==> src/rtl/npc_pkg.sv <==
package npc_pkg;
  localparam int XLEN      = 32;
  localparam int DISP_W    = 16;
  localparam int JFIELD_W  = 26;
  localparam int RIDX_W    = 5;
  localparam int KIND_W    = 4;
  localparam int REGION_W  = XLEN - JFIELD_W - 2;
  localparam logic [XLEN-1:0] INSN_BYTES = XLEN'(4);

  typedef enum logic [KIND_W-1:0] {
    XK_SEQ  = 4'd0,
    XK_BEQ  = 4'd1,
    XK_BNE  = 4'd2,
    XK_BLTZ = 4'd3,
    XK_BGTZ = 4'd4,
    XK_BLEZ = 4'd5,
    XK_BGEZ = 4'd6,
    XK_JUMP = 4'd7,
    XK_JREG = 4'd8
  } xfer_kind_e;

  function automatic logic [XLEN-1:0] f_branch_target(
    input logic [XLEN-1:0]   seq_addr,
    input logic [DISP_W-1:0] disp
  );
    logic [XLEN-1:0] off;
    off = {{(XLEN-DISP_W-2){disp[DISP_W-1]}}, disp, 2'b00};
    return seq_addr + off;
  endfunction

  function automatic logic [XLEN-1:0] f_jump_target(
    input logic [XLEN-1:0]     seq_addr,
    input logic [JFIELD_W-1:0] field
  );
    return {seq_addr[XLEN-1 -: REGION_W], field, 2'b00};
  endfunction

  function automatic logic f_is_branch(input logic [KIND_W-1:0] k);
    return (k >= KIND_W'(XK_BEQ)) && (k <= KIND_W'(XK_BGEZ));
  endfunction

  function automatic logic f_is_xfer(input logic [KIND_W-1:0] k);
    return (k >= KIND_W'(XK_BEQ)) && (k <= KIND_W'(XK_JREG));
  endfunction
endpackage

==> src/rtl/npc_cond.sv <==
module npc_cond
  import npc_pkg::*;
(
  input  logic [KIND_W-1:0] kind,
  input  logic [XLEN-1:0]   rs_val,
  input  logic [XLEN-1:0]   rt_val,
  output logic              taken
);
  logic rs_neg, rs_zero, same;
  assign rs_neg  = rs_val[XLEN-1];
  assign rs_zero = (rs_val == '0);
  assign same    = (rs_val == rt_val);

  always_comb begin
    case (kind)
      KIND_W'(XK_BEQ):  taken = same;
      KIND_W'(XK_BNE):  taken = !same;
      KIND_W'(XK_BLTZ): taken = rs_neg;
      KIND_W'(XK_BGTZ): taken = !rs_neg && !rs_zero;
      KIND_W'(XK_BLEZ): taken = rs_neg || rs_zero;
      KIND_W'(XK_BGEZ): taken = !rs_neg;
      default:          taken = 1'b0;
    endcase
  end
endmodule

==> src/rtl/npc_target.sv <==
module npc_target
  import npc_pkg::*;
(
  input  logic [XLEN-1:0]     pc_cur,
  input  logic [DISP_W-1:0]   disp,
  input  logic [JFIELD_W-1:0] field,
  output logic [XLEN-1:0]     seq_addr,
  output logic [XLEN-1:0]     br_addr,
  output logic [XLEN-1:0]     jmp_addr
);
  assign seq_addr = pc_cur + INSN_BYTES;
  assign br_addr  = f_branch_target(seq_addr, disp);
  assign jmp_addr = f_jump_target(seq_addr, field);
endmodule

==> src/rtl/npc_pcreg.sv <==
module npc_pcreg
  import npc_pkg::*;
#(
  parameter logic [XLEN-1:0] RESET_VEC = '0
) (
  input  logic            clk,
  input  logic            rst,
  input  logic            load,
  input  logic [XLEN-1:0] d,
  output logic [XLEN-1:0] q
);
  always_ff @(posedge clk) begin
    if (rst)       q <= RESET_VEC;
    else if (load) q <= d;
  end
endmodule

==> src/rtl/npc_unit.sv <==
module npc_unit
  import npc_pkg::*;
#(
  parameter logic [XLEN-1:0]   RESET_VEC = '0,
  parameter logic [RIDX_W-1:0] LINK_REG  = RIDX_W'(31)
) (
  input  logic                clk,
  input  logic                rst,
  input  logic                step_en,
  input  logic [KIND_W-1:0]   xfer_kind,
  input  logic                link_req,
  input  logic [DISP_W-1:0]   br_disp,
  input  logic [JFIELD_W-1:0] jmp_field,
  input  logic [XLEN-1:0]     rs_val,
  input  logic [XLEN-1:0]     rt_val,
  output logic [XLEN-1:0]     pc_q,
  output logic [XLEN-1:0]     next_pc,
  output logic [XLEN-1:0]     link_addr,
  output logic                link_we,
  output logic [RIDX_W-1:0]   link_idx,
  output logic                addr_fault
);
  logic [XLEN-1:0] seq_addr, br_addr, jmp_addr;
  logic            br_taken;
  logic            is_jreg;
  logic            pc_load;

  npc_cond u_cond (
    .kind   (xfer_kind),
    .rs_val (rs_val),
    .rt_val (rt_val),
    .taken  (br_taken)
  );

  npc_target u_target (
    .pc_cur   (pc_q),
    .disp     (br_disp),
    .field    (jmp_field),
    .seq_addr (seq_addr),
    .br_addr  (br_addr),
    .jmp_addr (jmp_addr)
  );

  assign is_jreg    = (xfer_kind == KIND_W'(XK_JREG));
  assign addr_fault = is_jreg && (rs_val[1:0] != 2'b00);

  always_comb begin
    if (f_is_branch(xfer_kind))                 next_pc = br_taken ? br_addr : seq_addr;
    else if (xfer_kind == KIND_W'(XK_JUMP))     next_pc = jmp_addr;
    else if (is_jreg)                           next_pc = addr_fault ? pc_q : rs_val;
    else                                        next_pc = seq_addr;
  end

  assign pc_load   = step_en && !addr_fault;
  assign link_addr = seq_addr;
  assign link_idx  = LINK_REG;
  assign link_we   = step_en && link_req && f_is_xfer(xfer_kind) && !addr_fault;

  npc_pcreg #(.RESET_VEC(RESET_VEC)) u_pcreg (
    .clk  (clk),
    .rst  (rst),
    .load (pc_load),
    .d    (next_pc),
    .q    (pc_q)
  );
endmodule

==> config.mk <==
export PLATFORM = sky130hd
export DESIGN_NAME = npc_unit
export DESIGN_NICKNAME = d
export VERILOG_FILES = /design/src/rtl/npc_pkg.sv /design/src/rtl/npc_cond.sv /design/src/rtl/npc_target.sv /design/src/rtl/npc_pcreg.sv /design/src/rtl/npc_unit.sv
export SDC_FILE = /design/constraint.sdc
export NUM_CORES = 1
export LEC_CHECK = 0
export BUFFER_PORTS_ARGS = -buffer_cell sky130_fd_sc_hd__buf_4
export CAP_MARGIN = 5
export CORE_UTILIZATION = 26
export DETAILED_ROUTE_END_ITERATION = 6
export PLACE_DENSITY_LB_ADDON = 0.15
export SLEW_MARGIN = 20
export SYNTH_ARGS = -nofsm -noshare
export SYNTH_HDL_FRONTEND = slang
export SYNTH_SLANG_ARGS = --single-unit
==> constraint.sdc <==
create_clock -name clk -period 4.1 [get_ports clk]
set_input_delay 0.615 -clock clk [delete_from_list [all_inputs] [get_ports clk]]
set_output_delay 0.615 -clock clk [all_outputs]
set_load 0.02 [all_outputs]
==> results of run 1 <==
==> power breakdown <==
part           internal [mW]  switching (mW)
Combinational          0.790           0.901
Clock                  0.286           0.172
Sequential             0.339          0.0291
==> metrics by stage <==
stage / utilization, % / instances / total power [mW] / hold WS, ps / TNS, ps
2_1_floorplan: - / 814 / 1.13 / 537 / -6.04
3_3_place_gp: 40.6 / 1412 / 1.79 / 508 / -579
3_5_place_dp: 40.6 / 1412 / 1.79 / 512 / -600
4_1_cts: 45.3 / 1462 / 2.40 / 521 / -590
5_1_grt: 47.9 / 1480 / 2.64 / 528 / -2340
6_report: 47.9 / 1480 / 2.52 / 516 / -741
==> logic make-up (layout without fill, tap and decap cells) <==
family | after synthesis | in the layout | share of synthesized area [%]
XOR/XNOR | 83 | 83 | 12.8
buffers and inverters | 82 | 468 | 7.23
AND/OR/NAND/NOR | 310 | 310 | 27.1
adder cells (fa/ha/maj) | 37 | 37 | 8.19
AO/OA/AOI/OAI | 258 | 258 | 32.3
flip-flops | 32 | 32 | 11.1
other | 1 | 5 | 0.0653
multiplexers | 7 | 7 | 1.22
==> synthesized netlist by cell type (3+ instances only) <==
cell | n | area [µm²]
o21bai_1 | 5 | 37.5
a311oi_1 | 8 | 70.1
nor3_1 | 21 | 105
and3_1 | 18 | 113
a21o_1 | 18 | 135
nand4_1 | 22 | 138
nand2b_1 | 5 | 31.3
o31ai_1 | 5 | 37.5
clkbuf_1 | 30 | 113
mux2i_1 | 7 | 70.1
buf_2 | 9 | 45.0
a311o_1 | 3 | 30.0
o21ai_0 | 27 | 135
a221o_1 | 7 | 70.1
inv_1 | 22 | 82.6
nand3_1 | 30 | 150
o22ai_1 | 7 | 43.8
xnor2_1 | 66 | 578
nor2_1 | 68 | 255
a211o_1 | 3 | 26.3
o211ai_1 | 10 | 75.1
o311a_1 | 3 | 30.0
o21a_1 | 11 | 82.6
a31oi_1 | 21 | 131
o21ai_1 | 14 | 70.1
dfxtp_1 | 32 | 641
buf_6 | 5 | 56.3
and4_1 | 6 | 52.6
nand2_1 | 98 | 368
a221oi_1 | 7 | 61.3
nor4_1 | 15 | 93.8
a21oi_1 | 56 | 280
buf_4 | 10 | 75.1
and2_1 | 6 | 37.5
ha_1 | 36 | 450
xor2_1 | 16 | 140
a211oi_1 | 13 | 97.6
==> how the worst max path moves through the flow <==
stage                        from          end  slack (ps)  cells after the start
floorplan            u_pcreg.q[2]  next_pc[26]          -6                     12
global placement     u_pcreg.q[2]  next_pc[30]        -270                     16
detailed placement   u_pcreg.q[2]  next_pc[30]        -260                     16
CTS                 u_pcreg.q[14]  next_pc[30]        -140                     17
global route         u_pcreg.q[3]  next_pc[17]        -230                     16
finish              u_pcreg.q[16]  next_pc[30]        -110                     17
==> critical path: stages, from the launching register on <==
cell and delay (ps):
dfxtp_1 340, nand3_2 160, or3_4 430, nor2_8 100, and3_4 190, xnor2_2 120
inv_2 80, ha_4 260, a21oi_4 180, o21ai_4 100, buf_4 160, a41oi_4 230
o22ai_4 120, o31ai_4 280, a21oi_2 100, mux2i_2 190, nand2_1 110, buf_6 140
==> layer usage <==
layer,GRT usage (%),vias up
li1,-,3782
met3,2.45,36
met4,6.60,0
met1,38.5,3860
met2,45.6,415
met5,0,-
==> timing repair <==
action | 4_1_cts | 5_1_grt
buffers inserted | 44 | 19
endpoints found under the setup margin | 19 | 20
pin swaps | 52 | 62
resized for setup | 100 | 73
hold buffers | 0 | 0
==> cell type report <==
class                   instances  area (µm²)  share of cell area, %
clock buffers                   5         125                   1.20
flip-flops and latches         32         669                   6.42
clock inverters                 3        42.5                  0.408
repair buffers                436        3370                   32.4
inverters                      24        90.1                  0.865
multi-input cells             700        5770                   55.4
well taps                     280         350                   3.36
==> metrics.txt, run 1 <==
post-placement cell area 8830 µm²; biggest regs u_pcreg.q (32); Total GRT Usage between 20 and 30%; initial antenna violation count 0; TritonCTS Sinks 32; Critical R2R Launch u_pcreg.q[16]; top_reg_cell synth dfxtp_1; highest metal layer with signal wires met4; Worst-Margin Slew approximately 690 ps; most frequent cells in the layout 413 x buf_4, 95 x nand2_1, 61 x nor2_1; CTS tree built; outcome complete, but fails checks; ant diodes 0; Max Cap Viol 0; first-pass GRT wire length roughly 46 mm; Worst IR Drop VDD between 0.15 and 0.2 mV; critical path peak fanout 4; Leak about 4.7 nW; fill cell count 2168; max reg flops 32; CP Class reg -> out; port bufs 211; Distinct cells, synth between 90 and 100; Yosys warning count 0; Hold Path Sink u_pcreg.q[0]; total core area ~22000 µm²; WL met2 around 15 mm; final worst slack -107 ps; initial drt markers between 600 and 700; RSZ-0062 raised after global routing true; clock transition at the registers of the reported paths ~60 ps; router iterations before antenna repair 7; ANT nets after route 0; Biggest register u_pcreg.q; routed wl met3 2.46 mm; Power Dens Cells 242 nW/µm²; Starting Density between 20% and 30%; P&R area growth vs syn 81.3%; hold path cells 1; ys async rst share 0%; H-tree Lvls 2; sequential share of the synthesized area 11.1%; failing checks DRC, setup timing; f_max between 0.2 and 0.25 GHz; CP startpoint kind register; largest net degree at the start of global routing 36; Routed WL approximately 32 mm; Placer Congestion slightly above 0.9; share of cells above drive strength 1 about half; clk_lat worst skew roughly 300 ps; hpwl dp 24.9 mm; slew margin rel. about 54%; I/O pins roughly 220; M1 WL between 10 and 15 mm; nets 1350; CP arrival 3590 ps; number of synthesized flops with an enable pin 0; Slew Viols, Final 0; Critical Path Sink Type output pin; final instance area between 10000 and 15000 µm²; DR DRC count 1; row count 54; post-synthesis cell count just over 800; Synth Register Bits 32; Final Cycle Share 103%; clk_skew 4.85 ps; Die Width between 150 and 200 µm; root buf cell clkbuf_16; final hold violations 0; cell depth of the worst flop-to-flop path 21; Hold Crit Class reg -> reg; Hold Path Origin u_pcreg.q[0]; Vias 8093; DR WL/cell 21.8 µm; Mapped Area between 5000 and 6000 µm²; vias per cell approximately 5.5; total CTS buffers 5; die area 22700 µm²; vias in the first global route 7805; crit path time final 4210 ps; Worst EP required roughly 3500 ps; FF-to-FF End u_pcreg.q[30]; Max Buffers Root-to-Sink 2; grt ovf 0; Place WS -256 ps; die height ~150 µm; setup slack, reg-to-reg 310 ps; final setup violation count 9; commonest non-fill, non-tap cell in the layout buf_4; syn avg cell area between 7 and 8 µm²
No activity file was read; power rests on OpenSTA's default activity.
==> run 2, diff against run 1 <==
--- a/config.mk
+++ b/config.mk
@@ -7,6 +7,7 @@
 export LEC_CHECK = 0
 export BUFFER_PORTS_ARGS = -buffer_cell sky130_fd_sc_hd__buf_4
 export CAP_MARGIN = 5
+export CORE_MARGIN = 2
 export CORE_UTILIZATION = 26
 export DETAILED_ROUTE_END_ITERATION = 6
 export PLACE_DENSITY_LB_ADDON = 0.15
==> metrics.txt, run 2 (synthesized netlist as in run 1, its figures left out) <==
outcome complete, but fails checks (unchanged); failing checks setup timing (was DRC, setup timing); Vias 8061 (was 8093); Worst EP required 3480 ps (about the same); clk_skew 7.26 ps (was 4.85 ps); Fin Hold WS 523 ps (was 516 ps); Slew Viols, Final 0 (unchanged); port bufs 211 (unchanged); post-cts hold buffer count 0 (unchanged); Worst IR Drop VDD 0.144 mV (was 0.165 mV); first-pass GRT wire length 48.2 mm (was 46.4 mm); f_max 0.234 GHz (was 0.238 GHz); die height 153 µm (was 151 µm); M1 WL 14.8 mm (was 14.6 mm); clock transition at the registers of the reported paths 60 ps (about the same); total CTS buffers 5 (unchanged); CP startpoint kind register (unchanged); vias per cell 5.45 (was 5.47); H-tree Lvls 2 (unchanged); routed wl met3 2.46 mm (about the same); Max Cap Viol 0 (unchanged); DR WL/cell 22.2 µm (was 21.8 µm); final hold violations 0 (unchanged); Place WS -180 ps (was -256 ps); Final Cycle Share 104% (was 103%); Critical Path Sink Type output pin (unchanged); ant diodes 0 (unchanged); CTS tree built (unchanged); critical path peak fanout 5 (was 4); root buf cell clkbuf_16 (unchanged); DR DRC count 0 (was 1); router iterations before antenna repair 5 (was 7); Multi-input gate area 5730 µm² (was 5770 µm²); max reg flops 32 (unchanged); nets 1349 (was 1350); grt ovf 0 (unchanged); Max Buffers Root-to-Sink 2 (unchanged); vias in the first global route 8033 (was 7805); share of cells above drive strength 1 51.2% (was 51.5%); Hold Crit Class reg -> reg (unchanged); Power Dens Cells 244 nW/µm² (was 242 nW/µm²); register area 667 µm² (was 669 µm²); crit path time final 4270 ps (was 4210 ps); biggest regs u_pcreg.q (32) (unchanged); setup TNS -831 ps (was -741 ps); Total GRT Usage 26.7% (was 27.6%); I/O pins 217 (unchanged); total core area 21800 µm² (unchanged); row count 54 (unchanged); CP Class reg -> out (unchanged); die area 23300 µm² (was 22700 µm²); RSZ-0062 raised after global routing true (unchanged); initial antenna violation count 0 (unchanged); CP arrival 3650 ps (was 3590 ps); WL met2 14.8 mm (was 14.7 mm); slew margin rel. 56.8% (was 53.6%); final worst slack -167 ps (was -107 ps); Biggest register u_pcreg.q (unchanged); Worst-Margin Slew 646 ps (was 695 ps); commonest non-fill, non-tap cell in the layout buf_4 (unchanged); Die Width 153 µm (was 151 µm); clk_lat worst skew 300 ps (about the same); Placer Congestion 0.906 (was 0.909); Starting Density 26.4% (unchanged); ANT nets after route 0 (unchanged); TritonCTS Sinks 32 (unchanged); final setup violation count 10 (was 9); highest metal layer with signal wires met4 (unchanged); hpwl dp 25.4 mm (was 24.9 mm); largest net degree at the start of global routing 32 (was 36); initial drt markers 588 (was 655); most frequent cells in the layout 400 x buf_4, 94 x nand2_1, 61 x nor2_1 (was 413 x buf_4, 95 x nand2_1, 61 x nor2_1); Routed WL 32.9 mm (was 32.3 mm); P&R area growth vs syn 81.1% (was 81.3%); Leak 4.74 nW (was 4.71 nW); fill cell count 2175 (was 2168)
[run 2: cell count changes in the layout (fill, tap and decap cells not counted), moves of 2 or more]
| cell | delta |
|---|---|
| buf_6 | +13 |
| a21oi_4 | -2 |
| xnor2_1 | -3 |
| a211oi_2 | -2 |
| a211oi_1 | +2 |
| nand3_4 | +2 |
| a21oi_2 | +2 |
| ha_1 | +3 |
| ha_4 | -3 |
| xor2_2 | -3 |
| buf_4 | -13 |
| xnor2_2 | +2 |
| xor2_1 | +3 |
[run 2: path summary, 6_finish.rpt]
kind	start	end	slack, ps	cells after the start
worst max-delay path	u_pcreg.q[2]	next_pc[26]	-170	13
worst min-delay path	u_pcreg.q[0]	u_pcreg.q[0]	520	1
worst max register to register	u_pcreg.q[2]	u_pcreg.q[27]	90	23
worst min register to register	u_pcreg.q[0]	u_pcreg.q[0]	520	1
[run 2: power by group]
group | total, mW | switching, mW | internal, mW
Clock | 0.458 | 0.172 | 0.286
Sequential | 0.369 | 0.0291 | 0.340
Combinational | 1.71 | 0.906 | 0.802
Total | 2.54 | 1.11 | 1.43
[run 2: per-stage QoR]
| stage | util [%] | power [mW] | area (µm²) | cells |
|---|---|---|---|---|
| 2_1_floorplan | - | 1.13 | 5980 | 814 |
| 3_3_place_gp | 40.9 | 1.82 | 8900 | 1424 |
| 3_5_place_dp | 40.9 | 1.81 | 8900 | 1424 |
| 4_1_cts | 45.2 | 2.41 | 9830 | 1452 |
| 5_1_grt | 47.8 | 2.65 | 10400 | 1479 |
| 6_report | 47.8 | 2.54 | 10400 | 1479 |
[run 2: worst max-delay path, cell delays in order (launching register included)]
cell,delay [ps]
dfxtp_4,380
nand4_1,180
nor3_4,320
nand3_4,150
xnor2_2,170
ha_1,320
a21o_1,230
a31o_4,290
a2111oi_4,300
a21oi_2,120
and3_1,170
o311ai_2,290
o311a_1,290
buf_6,140
[run 2: cell type report]
type                    instances  share of cell area, %
clock buffers                   5                   1.20
clock inverters                 3                  0.409
inverters                      24                  0.866
multi-input cells             700                   55.1
flip-flops and latches         32                   6.41
well taps                     280                   3.37
repair buffers                435                   32.7
[run 2: what timing repair did]
action	CTS	global route
hold endpoints to repair	0	0
resized for setup	110	76
pin swaps	53	66
endpoints found under the setup margin	20	22
setup buffers	23	27
[run 2: metal layers]
layer	GRT usage, %	vias to the layer above
met1	36.7	3813
met5	0	-
met3	4.95	46
li1	-	3793
met4	7.54	0
met2	42.7	409
